[src/rtl/sysconf_pkg.sv]
package sysconf_pkg;
  localparam int unsigned WORD_W = 32;
  localparam int unsigned ID_W   = 8;

  localparam int unsigned B_FRZ    = 31;
  localparam int unsigned B_CKS    = 28;
  localparam int unsigned B_BST    = 27;
  localparam int unsigned B_PRV_HI = 25;
  localparam int unsigned B_PRV_LO = 24;
  localparam int unsigned B_DLK    = 23;
  localparam int unsigned B_RLK    = 22;
  localparam int unsigned B_SHW_HI = 17;
  localparam int unsigned B_SHW_LO = 16;

  typedef struct packed {
    logic       frz_stop;
    logic       ckstop_en;
    logic       burst_last;
    logic [1:0] priv;
    logic       dlock;
    logic       rlock;
    logic [1:0] show;
  } cfg_t;

  function automatic cfg_t unpack_cfg(logic [WORD_W-1:0] w);
    cfg_t c;
    c.frz_stop   = w[B_FRZ];
    c.ckstop_en  = w[B_CKS];
    c.burst_last = w[B_BST];
    c.priv       = w[B_PRV_HI:B_PRV_LO];
    c.dlock      = w[B_DLK];
    c.rlock      = w[B_RLK];
    c.show       = w[B_SHW_HI:B_SHW_LO];
    return c;
  endfunction

  function automatic logic [WORD_W-1:0] pack_cfg(cfg_t c, logic [ID_W-1:0] part,
                                                 logic [ID_W-1:0] mask);
    logic [WORD_W-1:0] w;
    w = '0;
    w[B_FRZ]             = c.frz_stop;
    w[B_CKS]             = c.ckstop_en;
    w[B_BST]             = c.burst_last;
    w[B_PRV_HI:B_PRV_LO] = c.priv;
    w[B_DLK]             = c.dlock;
    w[B_RLK]             = c.rlock;
    w[B_SHW_HI:B_SHW_LO] = c.show;
    w[2*ID_W-1:ID_W]     = part;
    w[ID_W-1:0]          = mask;
    return w;
  endfunction

  function automatic logic access_ok(logic [1:0] code, logic sup, logic wr);
    return sup || (code == 2'b00) || (code == 2'b10 && !wr);
  endfunction

  function automatic logic show_legal(logic [1:0] v);
    return v != 2'b10;
  endfunction
endpackage

[src/rtl/sysconf_access_gate.sv]
module sysconf_access_gate
  import sysconf_pkg::*;
#(
  parameter int unsigned N_CS   = 4,
  parameter int unsigned ADDR_W = 3
) (
  input  logic              req_valid,
  input  logic              req_write,
  input  logic              req_super,
  input  logic [ADDR_W-1:0] req_addr,
  input  logic [1:0]        priv,
  output logic              cfg_wr,
  output logic [N_CS-1:0]   cs_wr,
  output logic              rd_en,
  output logic              priv_fault,
  output logic              addr_fault
);
  logic            mapped;
  logic            perm;
  logic            accept;
  logic [N_CS-1:0] cs_hit;

  assign mapped = int'(req_addr) <= int'(N_CS);
  assign perm   = access_ok(priv, req_super, req_write);
  assign accept = req_valid && mapped && perm;

  assign priv_fault = req_valid && mapped && !perm;
  assign addr_fault = req_valid && !mapped;
  assign cfg_wr     = accept && req_write && (req_addr == '0);
  assign rd_en      = accept && !req_write;

  for (genvar i = 0; i < int'(N_CS); i++) begin : g_dec
    assign cs_hit[i] = req_addr == ADDR_W'(i + 1);
    assign cs_wr[i]  = accept && req_write && cs_hit[i];
  end
endmodule

[src/rtl/sysconf_core_reg.sv]
module sysconf_core_reg
  import sysconf_pkg::*;
(
  input  logic clk,
  input  logic rst_n,
  input  logic freeze,
  input  logic wr_en,
  input  cfg_t wr_fields,
  output cfg_t cfg,
  output logic lock_active,
  output logic lock_fault
);
  cfg_t nxt;
  logic main_wr_ok;
  logic show_wr_ok;

  assign lock_active = cfg.rlock && !freeze;
  assign main_wr_ok  = wr_en && !lock_active;
  assign show_wr_ok  = wr_en && !cfg.dlock && show_legal(wr_fields.show);
  assign lock_fault  = wr_en && lock_active && cfg.dlock;

  always_comb begin
    nxt = cfg;
    if (main_wr_ok) begin
      nxt.frz_stop   = wr_fields.frz_stop;
      nxt.ckstop_en  = wr_fields.ckstop_en;
      nxt.burst_last = wr_fields.burst_last;
      nxt.priv       = wr_fields.priv;
      nxt.rlock      = freeze ? wr_fields.rlock : (cfg.rlock | wr_fields.rlock);
      if (freeze) nxt.dlock = wr_fields.dlock;
    end
    if (show_wr_ok) nxt.show = wr_fields.show;
  end

  always_ff @(posedge clk or negedge rst_n) begin
    if (!rst_n) cfg <= '0;
    else        cfg <= nxt;
  end

  p_rlock_hold_r3: assert property (@(posedge clk) disable iff (!rst_n)
    (cfg.rlock && !freeze) |=> cfg.rlock);

  p_dlock_frozen_r4: assert property (@(posedge clk) disable iff (!rst_n)
    !freeze |=> cfg.dlock == $past(cfg.dlock));

  p_locked_hold_r5: assert property (@(posedge clk) disable iff (!rst_n)
    (wr_en && lock_active) |=> (cfg.priv == $past(cfg.priv) &&
                               cfg.frz_stop == $past(cfg.frz_stop) &&
                               cfg.ckstop_en == $past(cfg.ckstop_en) &&
                               cfg.burst_last == $past(cfg.burst_last)));

  p_show_dlock_r6: assert property (@(posedge clk) disable iff (!rst_n)
    cfg.dlock |=> cfg.show == $past(cfg.show));

  p_show_reserved_r7: assert property (@(posedge clk) disable iff (!rst_n)
    (wr_en && wr_fields.show == 2'b10) |=> cfg.show == $past(cfg.show));
endmodule

[src/rtl/sysconf_cs_bank.sv]
module sysconf_cs_bank
  import sysconf_pkg::*;
#(
  parameter int unsigned N_CS = 4
) (
  input  logic                     clk,
  input  logic                     rst_n,
  input  logic [N_CS-1:0]          wr_en,
  input  logic                     lock_active,
  input  logic [WORD_W-1:0]        wr_data,
  output logic [WORD_W*N_CS-1:0]   cs_flat,
  output logic                     lock_fault
);
  assign lock_fault = (|wr_en) && lock_active;

  for (genvar i = 0; i < int'(N_CS); i++) begin : g_cs
    logic [WORD_W-1:0] q;
    always_ff @(posedge clk or negedge rst_n) begin
      if (!rst_n)                         q <= '0;
      else if (wr_en[i] && !lock_active)  q <= wr_data;
    end
    assign cs_flat[WORD_W*i +: WORD_W] = q;
  end

  p_cs_locked_r5: assert property (@(posedge clk) disable iff (!rst_n)
    lock_active |=> cs_flat == $past(cs_flat));
endmodule

[src/rtl/sysconf_lock_reg.sv]
module sysconf_lock_reg
  import sysconf_pkg::*;
#(
  parameter int unsigned N_CS    = 4,
  parameter logic [7:0]  PART_ID = 8'h5A,
  parameter logic [7:0]  MASK_ID = 8'h03,
  localparam int unsigned ADDR_W = $clog2(N_CS + 1)
) (
  input  logic                   clk,
  input  logic                   rst_n,
  input  logic                   freeze,
  input  logic                   req_valid,
  input  logic                   req_write,
  input  logic                   req_super,
  input  logic [ADDR_W-1:0]      req_addr,
  input  logic [31:0]            wr_data,
  output logic [31:0]            rd_data,
  output logic                   bus_err,
  output logic                   frz_stop,
  output logic                   ckstop_rst_en,
  output logic                   burst_last,
  output logic [1:0]             priv_code,
  output logic                   dbg_lock,
  output logic                   reg_lock,
  output logic [1:0]             show_mode,
  output logic [32*N_CS-1:0]     cs_regs
);
  cfg_t            cfg;
  logic            cfg_wr;
  logic [N_CS-1:0] cs_wr;
  logic            rd_en;
  logic            priv_fault;
  logic            addr_fault;
  logic            lock_active;
  logic            cfg_lock_fault;
  logic            cs_lock_fault;
  logic            any_err;
  logic [31:0]     rd_word;

  sysconf_access_gate #(.N_CS(N_CS), .ADDR_W(ADDR_W)) u_gate (
    .req_valid (req_valid),
    .req_write (req_write),
    .req_super (req_super),
    .req_addr  (req_addr),
    .priv      (cfg.priv),
    .cfg_wr    (cfg_wr),
    .cs_wr     (cs_wr),
    .rd_en     (rd_en),
    .priv_fault(priv_fault),
    .addr_fault(addr_fault)
  );

  sysconf_core_reg u_core (
    .clk        (clk),
    .rst_n      (rst_n),
    .freeze     (freeze),
    .wr_en      (cfg_wr),
    .wr_fields  (unpack_cfg(wr_data)),
    .cfg        (cfg),
    .lock_active(lock_active),
    .lock_fault (cfg_lock_fault)
  );

  sysconf_cs_bank #(.N_CS(N_CS)) u_cs (
    .clk        (clk),
    .rst_n      (rst_n),
    .wr_en      (cs_wr),
    .lock_active(lock_active),
    .wr_data    (wr_data),
    .cs_flat    (cs_regs),
    .lock_fault (cs_lock_fault)
  );

  assign any_err = priv_fault || addr_fault || cfg_lock_fault || cs_lock_fault;

  always_comb begin
    rd_word = '0;
    if (req_addr == '0) rd_word = pack_cfg(cfg, PART_ID, MASK_ID);
    for (int i = 0; i < int'(N_CS); i++) begin
      if (req_addr == ADDR_W'(i + 1)) rd_word = cs_regs[32*i +: 32];
    end
  end

  always_ff @(posedge clk or negedge rst_n) begin
    if (!rst_n) begin
      rd_data <= '0;
      bus_err <= 1'b0;
    end else begin
      rd_data <= rd_en ? rd_word : '0;
      bus_err <= any_err;
    end
  end

  assign frz_stop      = cfg.frz_stop;
  assign ckstop_rst_en = cfg.ckstop_en;
  assign burst_last    = cfg.burst_last;
  assign priv_code     = cfg.priv;
  assign dbg_lock      = cfg.dlock;
  assign reg_lock      = cfg.rlock;
  assign show_mode     = cfg.show;

  p_show_only_noerr_r8: assert property (@(posedge clk) disable iff (!rst_n)
    (cfg_wr && lock_active && !cfg.dlock) |=> !bus_err);

  p_err_follows_req_r10: assert property (@(posedge clk) disable iff (!rst_n)
    bus_err |-> $past(req_valid));

  p_fault_zero_r10: assert property (@(posedge clk) disable iff (!rst_n)
    (req_valid && priv_fault) |=> (bus_err && rd_data == '0));

  p_unmapped_err_r11: assert property (@(posedge clk) disable iff (!rst_n)
    (req_valid && addr_fault) |=> (bus_err && rd_data == '0));
endmodule

[config.mk]
export PLATFORM = sky130hd
export DESIGN_NAME = sysconf_lock_reg
export DESIGN_NICKNAME = d
export VERILOG_FILES = /design/src/rtl/sysconf_pkg.sv /design/src/rtl/sysconf_access_gate.sv /design/src/rtl/sysconf_core_reg.sv /design/src/rtl/sysconf_cs_bank.sv /design/src/rtl/sysconf_lock_reg.sv
export SDC_FILE = /design/constraint.sdc
export NUM_CORES = 1
export LEC_CHECK = 0
export BUFFER_PORTS_ARGS = -buffer_cell sky130_fd_sc_hd__buf_2
export CAP_MARGIN = 5
export CORE_MARGIN = 4
export CORE_UTILIZATION = 45
export DETAILED_ROUTE_END_ITERATION = 16
export GPL_TIMING_DRIVEN = 0
export MAX_ROUTING_LAYER = met4
export PLACE_DENSITY = 0.84
export RECOVER_POWER = 25
export SYNTH_ARGS = -nofsm -noshare
export SYNTH_HDL_FRONTEND = slang
export SYNTH_SLANG_ARGS = --single-unit
[constraint.sdc]
create_clock -name clk -period 1.6 [get_ports clk]
set_clock_uncertainty 0.05 [all_clocks]
set_input_delay 0.16 -clock clk [delete_from_list [all_inputs] [get_ports clk]]
set_output_delay 0.16 -clock clk [all_outputs]
set_load 0.01 [all_outputs]
## Yosys cells after proc, flatten, opt, wreduce, memory -nomap -nowiden

Cells that the tools add are included.

| operators by class | value |
|---|---|
| $add $sub $neg | 0 |
| divide/modulo/power cells | 0 |
| shift-type cells | 0 |
| reduce and logical (&&, ||, !) cells | 38 |
| multipliers | 0 |
| multiplexer cells | 7 |
| eq/ne operators | 6 |
| bitwise logic cells | 1 |
| magnitude comparators | 1 |

Operator list:

| operator | count |
|---|---|
| 32-bit 2-to-1 mux | 6 |
| 1-bit logical AND | 23 |
| 3-bit by 2-bit equality test with 1-bit output (second input constant) | 2 |
| 1-bit zero test | 6 |
| 1-bit logical OR | 5 |
| 4-bit OR reduction | 1 |
| 3-bit by 1-bit equality test with 1-bit output (second input constant) | 1 |
| 3-bit equality test (second input constant) | 1 |
| 3-bit less-or-equal comparator (second input constant) | 1 |
| 3-bit zero test | 1 |
| 2-bit equality test (second input constant) | 1 |
| 2-bit zero test | 1 |
| 2-bit != test (second input constant) | 1 |
| 2-bit AND reduction | 1 |
| 1-bit 2-to-1 mux | 1 |
| 1-bit OR | 1 |

| word-level totals | value |
|---|---|
| memories | 0 |
| bits in latches | 0 |
| RAM bits | 0 |
| bits in registers | 170 |
| bits in read-only memories | 0 |

## Longest topological paths before layout

| logic depth | value |
|---|---|
| word-level depth | 10 |
| depth in mapped cells | 6 |
| depth with buffers taken out | 3 |

## Hierarchy

A second synthesis with hierarchy kept.

| unflattened totals | value |
|---|---|
| cells, all modules | 533 |
| area, all modules | 7,877.6 µm² |

By module, submodules not included:

| module | area each (µm²) | times used | cells each | seq. area each (µm²) |
|---|---|---|---|---|
| sysconf_cs_bank | 5,272.6 | 1 | 277 | 3,203.1 |
| sysconf_lock_reg | 2,082.0 | 1 | 213 | 825.8 |
| sysconf_core_reg | 394.1 | 1 | 26 | 225.2 |
| sysconf_access_gate | 128.9 | 1 | 17 | 0.0 |

## Worst setup path after synthesis

No wires, ideal clock.

| timing | value |
|---|---|
| kind | flip-flop to flip-flop |
| start | register, netlist name u_core.cfg[4] |
| end | register u_cs.g_cs[0].q[10] |
| required time | 1,425 ps |
| period minus slack after synthesis | 1,737 ps |
| setup slack | -137 ps |
| setup time | 125 ps |
| buffers on the path | 1 |
| arrival time | 1,562 ps |
| stages on the path, launching flop included | 5 |
| cells stage by stage | dfrtp_1 o21bai_1 nand4_1 buf_2 mux2_2 |

| between the ends | value |
|---|---|
| cells in the longest elaborated chain, start to end | 7 |
| elaborated cells on any way between the ends | 9 |
| those cells by class | eq/ne: 1; reduce/logical: 8 |

RTL lines:

| what | RTL line | source |
|---|---|---|
| 2-bit equality test / 2-bit zero test (equally long branches) | sysconf_pkg.sv:54 | `return sup \|\| (code == 2'b00) \|\| (code == 2'b10 && !wr);` |
| 1-bit logical AND / 1-bit logical OR (equally long branches) | sysconf_pkg.sv:54 |  |
| 1-bit logical OR (*) | sysconf_pkg.sv:54 |  |
| 1-bit logical AND (*) | sysconf_access_gate.sv:25 | `assign accept = req_valid && mapped && perm;` |
| 1-bit logical AND (*) (2 in series) | sysconf_access_gate.sv:34 | `assign cs_wr[i] = accept && req_write && cs_hit[i];` |
| 1-bit logical AND (*) | sysconf_cs_bank.sv:20 | `else if (wr_en[i] && !lock_active) q <= wr_data;` |
| end signal, assigned | sysconf_cs_bank.sv:20 |  |
| end, declared | sysconf_cs_bank.sv:17 | `logic [WORD_W-1:0] q;` |

Every way passes the cells marked *; elsewhere a longest branch is shown, timed or not.
A chain may end at the register's enable or synchronous reset.

## Worst setup path in the final report

| timing | value |
|---|---|
| start | register, netlist name u_core.cfg[5] |
| end | register u_cs.g_cs[3].q[21] |

| between the ends | value |
|---|---|
| cells in the longest elaborated chain, start to end | 7 |
| elaborated cells on any way between the ends | 9 |
| those cells by class | eq/ne: 1; reduce/logical: 8 |

RTL lines:

| what | RTL line |
|---|---|
| 2-bit equality test / 2-bit zero test (equally long branches) | sysconf_pkg.sv:54 |
| 1-bit logical AND / 1-bit logical OR (equally long branches) | sysconf_pkg.sv:54 |
| 1-bit logical OR (*) | sysconf_pkg.sv:54 |
| 1-bit logical AND (*) | sysconf_access_gate.sv:25 |
| 1-bit logical AND (*) (2 in series) | sysconf_access_gate.sv:34 |
| 1-bit logical AND (*) | sysconf_cs_bank.sv:20 |
| end signal, assigned | sysconf_cs_bank.sv:20 |
| end, declared | sysconf_cs_bank.sv:17 |

Marks and branches as above.

==> run metrics <==
outcome=finished with violations; failing checks=negative setup slack; Leak=5.00 nW; CTS Buf Count=17; Die Ht=138 um; Post-Syn Nets=610; final WL=23800 um; Slowest-stage cell, CP=dfrtp_2; final setup margin=-0.118 ns; clock tree sinks=170; Initial DRT Pass Iterations=6; Finished Layout Cells=1077; DP HPWL=15900 um; DP Cell Count=999; Core ar.=16600 um^2; Final setup viols=141; number of global-route vias before repair=6217; Die Area=19200 um^2; routed length per instance=22.1 um; CTS Root Cell=clkbuf_16; Seq/Total Area, Yosys=0.555; number of diodes=0; Max IR drop VDD=0.795 mV; CTS Buffer Depth=2; measured slew at the worst slew-check pin=0.709 ns; RSZ-0062 raised after global routing=yes; Crit. End Element=flip-flop; Fill cells=1287; nets@finish=886; post-synthesis cell count=569; Setup Crit Path Kind=reg -> reg; PwrDens=1290 nW/um^2; initial antenna violation count=0; initial core utilization=0.460; most common cell after layout, fill and taps aside=buf_2; Yosys warning count=0; largest net degree at the start of global routing=97; R2R cell count=5; GRT overflow=0; 1st-iter DRT viols=431; Max-Cap Viols=0; first-pass GRT wire length=37000 um; routed via count=5966; final hold vios=0; flop2flop setup slack=-0.12 ns; H-tree depth=4; via/cell ratio=5.54; Overall Global Routing Usage=0.254; Multi-input gate area=3210 um^2; layout cell share with drive strength beyond 1=0.496; Post-DRT Antenna Nets=0; Critical Path Max Stage Delay=0.44 ns; synthesized area=7660 um^2; CP Data Required Time=1.85 ns; die span in x=138 um; PortBufs=209; setup_tns=-8.85 ns; Worst slew margin=0.527; synthesis-to-finish area growth=33.3%; gpl congestion=0.851; Startpoint Class=flip-flop; crit path cell chain=o21bai_4, buf_6, nand4b_4, buf_12, mux2_4; worst r2r src=u_core.cfg[5]; Final Cycle Share=1.07; TritonCTS clock tree=built; final slew viol count=0; Synth Area per Inst=13.5 um^2; Core Rows=47; register area=4260 um^2; hold path depth=2; most frequent cells in the layout=buf_2, dfrtp_1, mux2_2; # IOs=211; fmax=582 MHz; Min-Delay Endpoint=u_cs.g_cs[2].q[31]; min-delay src=wr_data[31]; Final Critical Period=1.72 ns; Critical R2R Capture=u_cs.g_cs[3].q[21]; post-synthesis cell type count=33; residual DRC count=0; Min-Delay Path Class=in -> reg; Worst-Skew Late Latency=0.42 ns; crit-path max FO=10; crit path DAT=1.96 ns; Worst-path clk slew=0.06 ns; #FFs+latches synth=170; Min Hold Slack=0.00734 ns; Final Util=0.614
-- flip-flops by register name, summed over array words and instances (netlist names) --
name	count
u_core.cfg	9
rd_data	32
bus_err	1
u_cs.g_cs.q	128
-- logic make-up after synthesis --
group | after synthesis | share of synthesized area
AO/OA/AOI/OAI | 86 | 0.0809
multiplexers | 162 | 0.249
AND/OR/NAND/NOR | 105 | 0.0862
buffers and inverters | 46 | 0.0284
flip-flops | 170 | 0.555
-- Yosys cell counts --
library cell	count	share of area
nand2b_1	17	0.014
nand4b_4	1	0.0031
nor3b_1	2	0.0020
o2111ai_1	1	0.0011
nor3_1	4	0.0026
a21oi_1	37	0.024
a32o_1	4	0.0052
and2_1	1	0.00082
buf_1	3	0.0015
mux2i_1	23	0.030
buf_2	18	0.012
o32a_1	1	0.0013
inv_1	3	0.0015
mux2_4	30	0.059
nand3b_1	40	0.039
mux2_2	109	0.16
nand4_1	5	0.0041
nor4_1	1	0.00082
nand3_1	7	0.0046
a21boi_0	1	0.00098
clkbuf_1	19	0.0093
nor2b_1	2	0.0016
or3b_1	1	0.0011
dfrtp_1	170	0.56
o221a_2	14	0.021
o2111a_1	2	0.0029
o21a_1	18	0.018
a211oi_1	2	0.0020
buf_6	3	0.0044
o21ai_0	3	0.0020
o21bai_1	3	0.0029
and3b_1	1	0.0011
nor2_1	23	0.011
-- per-layer routing --
| layer | track usage | routed length [um] | vias to the layer above |
|---|---|---|---|
| li1 | - | - | 2633 |
| met1 | 0.325 | 10200 | 3053 |
| met2 | 0.410 | 11500 | 240 |
| met3 | 0.0542 | 1530 | 40 |
| met4 | 0.0759 | 613 | 0 |
| met5 | - | 0 | - |
-- area by class of cell --
cell class / instances / share of cell area
Tap cell: 220 / 0.0270
Multi-Input combinational cell: 353 / 0.314
Clock inverter: 9 / 0.0111
Clock buffer: 22 / 0.0464
Sequential cell: 170 / 0.417
Inverter: 3 / 0.00110
Timing Repair Buffer: 258 / 0.151
Buffer: 42 / 0.0328
-- per-stage QoR --
step	instance area, um^2	setup slack [ns]	power (W)
6_report	10200	-0.118	0.0132
5_1_grt	10200	-0.148	0.0138
4_1_cts	10100	-0.0764	0.0132
3_5_place_dp	9040	-0.563	0.00897
3_3_place_gp	9000	-2.32	0.00883
2_1_floorplan	7680	-0.00884	0.00744
-- worst max-delay path, delay by kind of cell, from the launching register on --
family / cells / cell delay (ns)
AOI/OAI and AO/OA: 1 / 0.20
buffers and inverters: 2 / 0.39
DFF: 1 / 0.44
muxes: 1 / 0.30
and+or+nand+nor: 1 / 0.22
-- timing repair --
action | CTS | global route
buffers inserted | 10 | 5
hold buffers | 30 | 0
hold endpoints to repair | 190 | 0
endpoints found under the setup margin | 160 | 144
resized for setup | 38 | 16
pin swaps | 4 | 1
cloned | 2 | 1
-- power by group --
group          internal, W  leakage (nW)  switching [W]
clock              0.00243         0.279        0.00172
sequential         0.00514          2.13       0.000704
combinational      0.00164          2.59        0.00157
total              0.00921          5.00        0.00399
-- worst max path at each step --
stage                  startpoint                  to  slack (ns)
global placement            rst_n  u_cs.g_cs[2].q[18]       -2.32
finish              u_core.cfg[5]  u_cs.g_cs[3].q[21]       -0.12
global route        u_core.cfg[5]  u_cs.g_cs[3].q[21]       -0.15
floorplan             req_addr[0]  u_cs.g_cs[3].q[12]      -0.009
CTS                 u_core.cfg[5]  u_cs.g_cs[3].q[30]       -0.08
detailed placement    req_addr[1]         rd_data[26]       -0.56
Note: power is estimated with default switching activity, not from simulation.
